**src/rtl/optrack_cu.sv**
```systemverilog
module optrack_cu #(
  parameter int W    = 16,
  parameter int NSRC = 3,
  parameter int NDST = 2,
  parameter int OPW  = 4
) (
  input  logic              clk,
  input  logic              rst,
  input  logic              issue_i,
  input  logic [OPW-1:0]    code_i,
  input  logic              inv_a_i,
  input  logic [W-1:0]      imm_i,
  input  logic              imm_ok_i,
  input  logic              zero_a_i,
  input  logic [NSRC-1:0]   rd_mask_i,
  output logic              busy_o,
  output logic [NSRC-1:0]   rd_rel_o,
  input  logic [NSRC-1:0]   rd_go_i,
  input  logic [NSRC*W-1:0] src_i,
  output logic              eu_valid_o,
  input  logic              eu_ready_i,
  output logic [OPW-1:0]    eu_code_o,
  output logic              eu_inv_a_o,
  output logic [NSRC*W-1:0] eu_ops_o,
  input  logic              eu_res_valid_i,
  output logic              eu_res_ready_o,
  input  logic [NDST*W-1:0] eu_res_i,
  output logic [NDST-1:0]   wr_rel_o,
  input  logic [NDST-1:0]   wr_go_i,
  output logic [NDST*W-1:0] dest_o
);
  localparam int SW = NSRC * W;
  localparam int DW = NDST * W;

  logic            busy_q, sent_q, have_q;
  logic [NSRC-1:0] need_q, got_q, need_d;
  logic [SW-1:0]   ops_q, init_d;
  logic [OPW-1:0]  code_q;
  logic            inv_q;
  logic [NDST-1:0] wdone_q;
  logic [DW-1:0]   res_q;

  logic            accept, all_got, finish;
  logic [NSRC-1:0] rd_take;
  logic [NDST-1:0] wr_take;

  assign accept         = issue_i & ~busy_q;
  assign rd_rel_o       = {NSRC{busy_q}} & need_q & ~got_q;
  assign rd_take        = rd_rel_o & rd_go_i;
  assign all_got        = &(got_q | ~need_q);
  assign eu_valid_o     = busy_q & all_got & ~sent_q;
  assign eu_res_ready_o = busy_q & sent_q & ~have_q;
  assign wr_rel_o       = {NDST{busy_q & have_q}} & ~wdone_q;
  assign wr_take        = wr_rel_o & wr_go_i;
  assign finish         = busy_q & have_q & (&(wdone_q | wr_take));

  assign busy_o     = busy_q;
  assign eu_ops_o   = ops_q;
  assign eu_code_o  = code_q;
  assign eu_inv_a_o = inv_q;
  assign dest_o     = res_q;

  always_comb begin
    for (int i = 0; i < NSRC; i++) begin
      need_d[i]           = ~rd_mask_i[i];
      init_d[i*W +: W]    = '0;
      if (i == 0 && zero_a_i) need_d[i] = 1'b0;
      if (i == 1 && imm_ok_i) begin
        need_d[i]        = 1'b0;
        init_d[i*W +: W] = rd_mask_i[i] ? '0 : imm_i;
      end
    end
  end

  always_ff @(posedge clk) begin
    if (rst) begin
      busy_q  <= 1'b0;
      sent_q  <= 1'b0;
      have_q  <= 1'b0;
      need_q  <= '0;
      got_q   <= '0;
      ops_q   <= '0;
      code_q  <= '0;
      inv_q   <= 1'b0;
      wdone_q <= '0;
      res_q   <= '0;
    end else if (accept) begin
      busy_q  <= 1'b1;
      sent_q  <= 1'b0;
      have_q  <= 1'b0;
      need_q  <= need_d;
      got_q   <= '0;
      ops_q   <= init_d;
      code_q  <= code_i;
      inv_q   <= inv_a_i;
      wdone_q <= '0;
    end else begin
      got_q <= got_q | rd_take;
      for (int i = 0; i < NSRC; i++)
        if (rd_take[i]) ops_q[i*W +: W] <= src_i[i*W +: W];
      if (eu_valid_o && eu_ready_i) sent_q <= 1'b1;
      if (eu_res_ready_o && eu_res_valid_i) begin
        have_q <= 1'b1;
        res_q  <= eu_res_i;
      end
      wdone_q <= wdone_q | wr_take;
      if (finish) busy_q <= 1'b0;
    end
  end

  a_r2_busy_after_issue: assert property (@(posedge clk) disable iff (rst)
    issue_i && !busy_o |=> busy_o);
  a_r2_no_self_rise: assert property (@(posedge clk) disable iff (rst)
    !busy_o && !issue_i |=> !busy_o);

  for (genvar g = 0; g < NSRC; g++) begin : g_rd_chk
    a_r4_rel_holds: assert property (@(posedge clk) disable iff (rst)
      rd_rel_o[g] && !rd_go_i[g] |=> rd_rel_o[g]);
    a_r5_rel_drops: assert property (@(posedge clk) disable iff (rst)
      rd_rel_o[g] && rd_go_i[g] |=> !rd_rel_o[g]);
    a_r5_rise_once: assert property (@(posedge clk) disable iff (rst)
      $rose(rd_rel_o[g]) |-> $past(issue_i && !busy_o));
  end

  a_r9_offer_stable: assert property (@(posedge clk) disable iff (rst)
    eu_valid_o && !eu_ready_i |=> eu_valid_o && $stable(eu_ops_o));
  a_r9_no_early_offer: assert property (@(posedge clk) disable iff (rst)
    eu_valid_o |-> (rd_rel_o == '0));
  a_r10_wr_after_res: assert property (@(posedge clk) disable iff (rst)
    $rose(|wr_rel_o) |-> $past(eu_res_valid_i && eu_res_ready_o));
  a_r11_wr_drops: assert property (@(posedge clk) disable iff (rst)
    |(wr_rel_o & wr_go_i) |=> !(|($past(wr_rel_o & wr_go_i) & wr_rel_o)));
  a_r11_busy_fall: assert property (@(posedge clk) disable iff (rst)
    $fell(busy_o) |-> $past(|(wr_rel_o & wr_go_i)));
endmodule

```
**config.mk**
```make
export PLATFORM = sky130hd
export DESIGN_NAME = optrack_cu
export DESIGN_NICKNAME = d
export VERILOG_FILES = /design/src/rtl/optrack_cu.sv
export SDC_FILE = /design/constraint.sdc
export NUM_CORES = 1
export LEC_CHECK = 0
export BUFFER_PORTS_ARGS = -buffer_cell sky130_fd_sc_hd__buf_2
export CAP_MARGIN = 20
export CORE_MARGIN = 1.5
export CORE_UTILIZATION = 45
export DETAILED_ROUTE_END_ITERATION = 8
export PLACE_DENSITY = 0.81
export SLEW_MARGIN = 15
export SYNTH_ARGS = -nofsm -noshare
export SYNTH_HDL_FRONTEND = slang
export SYNTH_SLANG_ARGS = --single-unit
```
**constraint.sdc**
```tcl
create_clock -name clk -period 3.2 [get_ports clk]
set_clock_uncertainty 0.05 [all_clocks]
set_input_delay 0 -clock clk [delete_from_list [all_inputs] [get_ports clk]]
set_output_delay 0 -clock clk [all_outputs]
set_load 0.1 [all_outputs]
```
==> run_results.csv <==
group,metric,value,unit
synth,postSynth.topFlopCell,"dfxtp_1",
finish,multi_input_area,0.001575,sq mm
timing,period_needed,2523,ps
synth,yosysUniqueCellTypes,28,
global_routing,grt_first_pass_wirelength,21.05,mm
detailed_routing,initial_drt_markers,154,
die,initial_cell_density_of_the_core,47.02,%
finish,fraction_of_final_layout_cells_with_drive_strength_greater_than_1,32.88,%
synth,mappedNetlistNets,550,
timing,postLayoutSetupSlackWorst,677.4,ps
critical_path,reg2regPathDepth,4,
place,io_buffer_count,208,
finish,fillerInstances,550,
min_path,holdPathStages,4,
cts,clkSinkCount,96,
synth,most_frequently_used_cell_type_in_the_post_synthesis_netlist,"nand2_1",
finish,fin_util,76.29,%
synth,seq_area_frac_synth,52.09,%
power_and_ir_drop,leakage,0.002762,uW
synth,synth.area.top_cells,"dfxtp_1, nand2_1, a21oi_1",
status,run_status,"finished clean",
min_path,holdPathEnd,"eu_ops_o[26]",
cts,clkSlewWorstSetupHoldPaths,100,ps
timing,slew-limit-headroom,37.26,%
synth,synth-edff-count,0,
global_routing,antenna_found_initial,1,
detailed_routing,detailroute.via_count,4365,
place,gp_routability_congestion,0.7468,
cts,clock_insertion_delay_worst_skew,340,ps
timing,period_share,78.83,%
timing,final.setup.tns,0,ps
detailed_routing,routedWlPerCell,15.87,um
critical_path,startpoint_type,"flop",
die,fp.dieW,93.55,um
critical_path,rr_endpoint,"eu_ops_o[21]",
detailed_routing,drc_errors,0,
detailed_routing,drt.antenna.violating_nets,0,
synth,post_synth_most_frequent_cells,"nand2_1, dfxtp_1, a21oi_1",
synth,ys_warn_count,0,
synth,netlist.top_cell.by_area,"dfxtp_1",
finish,antenna-diode-count,0,
detailed_routing,number_of_iterations_in_the_first_detailed_routing_pass,4,
cts,clockBufferDepth,2,
synth,proportion_of_synthesized_flip_flops_having_asynchronous_set_or_reset,0,%
critical_path,crit_path_max_fanout,18,
place,placement.setup.worst_slack,1034,ps
global_routing,first_global_vias,4532,
global_routing,global_route.overflow_total,0,
timing,timing.fmax,396.4,MHz
global_routing,grt_usage,30.65,%
timing,maxSlewViolCount,0,
synth,netlist_instances,434,
timing,number_of_hold_violations_in_the_final_report,0,
critical_path,critical_path.reg2reg.startpoint,"busy_o",
detailed_routing,drt-vias-per-instance,5.209,
job,max_cap_violations,0,
die,std_cell_rows,32,
cts,clock_h_tree_levels,3,
cts,cts_tree,"yes",
synth,syn_avg_cell_area,8.502,sq um
min_path,min-delay-path-class,"primary input to flop",
power_and_ir_drop,ir_drop_worst_vdd,0.2979,mV
timing,timing.final.setup_violations,0,
power_and_ir_drop,power_density,435.1,mW/mm^2
critical_path,worst-endpoint-arrival,2770,ps
die,placeable_core_area,0.007848,sq mm
finish,finish.net_count,847,
detailed_routing,finalWirelength,13.30,mm
synth,yosys.area.top_type_share,52.09,%
cts,cts_root_buf,"clkbuf_8",
place,detailed_place_hpwl,7.439,mm
timing,worstMarginPinSlew,936.8,ps
critical_path,worstSetupEndpointType,"flop",
global_routing,grt_start_max_net_pins,38,
min_path,worstHoldStart,"imm_i[10]",
die,die_y,93.55,um
finish,final-seq-area,0.001922,sq mm
cts,number_of_buffers_added_by_the_clock_tree_synthesis_step,9,
die,die_area,0.008752,sq mm
synth,post_synth_instance_area,0.003690,sq mm
die,io_count,209,
timing,unrepaired_setup_endpoints_after_global_routing,"no",
critical_path,rrSetupSlack,680,ps
finish,area_growth_syn_to_layout,62.26,%
cts,cts_setup_buffers,0,
critical_path,worst-setup-path-type,"flop to flop",
synth,synth_seq_cells,96,
critical_path,worst_ep_required_time,3450,ps
[cells by family after synthesis]
logic type	synth area share, %
AND/OR/NAND/NOR	24.35
buffers and inverters	5.357
AO/OA/AOI/OAI	18.21
flip-flops	52.09
[where the power goes]
group	switching, uW	leakage (uW)	total (uW)	internal (uW)
registers	23.4	0.000778	1240	1220
logic	329	0.00187	524	195
clock network	425	0.000110	836	410
[worst max path at each step]
stage	start	end	slack, ps	depth (start not counted)
floorplan	busy_o	eu_valid_o	350	3
global placement	busy_o	dest_o[15]	1170	3
detailed placement	busy_o	dest_o[17]	1030	3
CTS	busy_o	eu_ops_o[18]	700	4
global route	busy_o	eu_ops_o[20]	510	4
finish	busy_o	eu_ops_o[21]	680	4
[per-layer routing]
| metal | global-route usage (%) | vias to the layer above | routed length (um) |
|---|---|---|---|
| met5 | 0 | - | 0 |
| met4 | 18.78 | 0 | 629 |
| met3 | 8.943 | 59 | 1042 |
| met2 | 55.86 | 233 | 6949 |
| met1 | 30.29 | 2011 | 4678 |
| li1 | - | 2062 | - |
[worst max-delay path: stages (launching register included)]
cell           delay [ps]
dfxtp_1               820
nand4b_4              380
nand2_2               390
o221a_1               260
dlygate4sd3_1         560
[layout make-up]
cell class,count,area share (%)
clock inverters,5,1.024
inverters,4,0.2508
clock buffers,11,2.529
repair buffers,318,35.65
multi-input cells,302,26.31
flip-flops and latches,96,32.10
well taps,102,2.132
[placed cells by master, fill, tap and decap left out, types with 4 or more instances in the layout]
cell type / instances
buf_2: 208
a21oi_1: 88
nor2_1: 15
nand2_1: 143
dfxtp_1: 96
nand3b_1: 16
o221a_2: 7
clkbuf_8: 11
inv_1: 4
o221a_1: 10
dlygate4sd3_1: 107
[metrics by stage]
stage          hold slack [ps]  area (sq um)  instances  total power, uW
6_report                 22.73          5987        838             2605
2_1_floorplan            45.71          3695        434             1557
3_3_place_gp             132.3          4703        715             1667
4_1_cts                  12.33          5987        838             2597
3_5_place_dp             135.9          4703        715             1673
5_1_grt                  8.127          5987        838             2699
[sequential cells by signal (all words and copies together), names as in the netlist]
| signal | flops |
|---|---|
| eu_ops_o | 48 |
| eu_code_o | 4 |
| eu_inv_a_o | 1 |
| busy_o | 1 |
| need_q | 3 |
| wdone_q | 2 |
| sent_q | 1 |
| got_q | 3 |
| dest_o | 32 |
| have_q | 1 |
[repair_timing]
| item | 4_1_cts | 5_1_grt |
|---|---|---|
| resized for setup | 0 | 0 |
| hold buffers | 107 | 0 |
| endpoints found under the hold margin | 91 | 0 |
(Power assumes the default switching activity.)
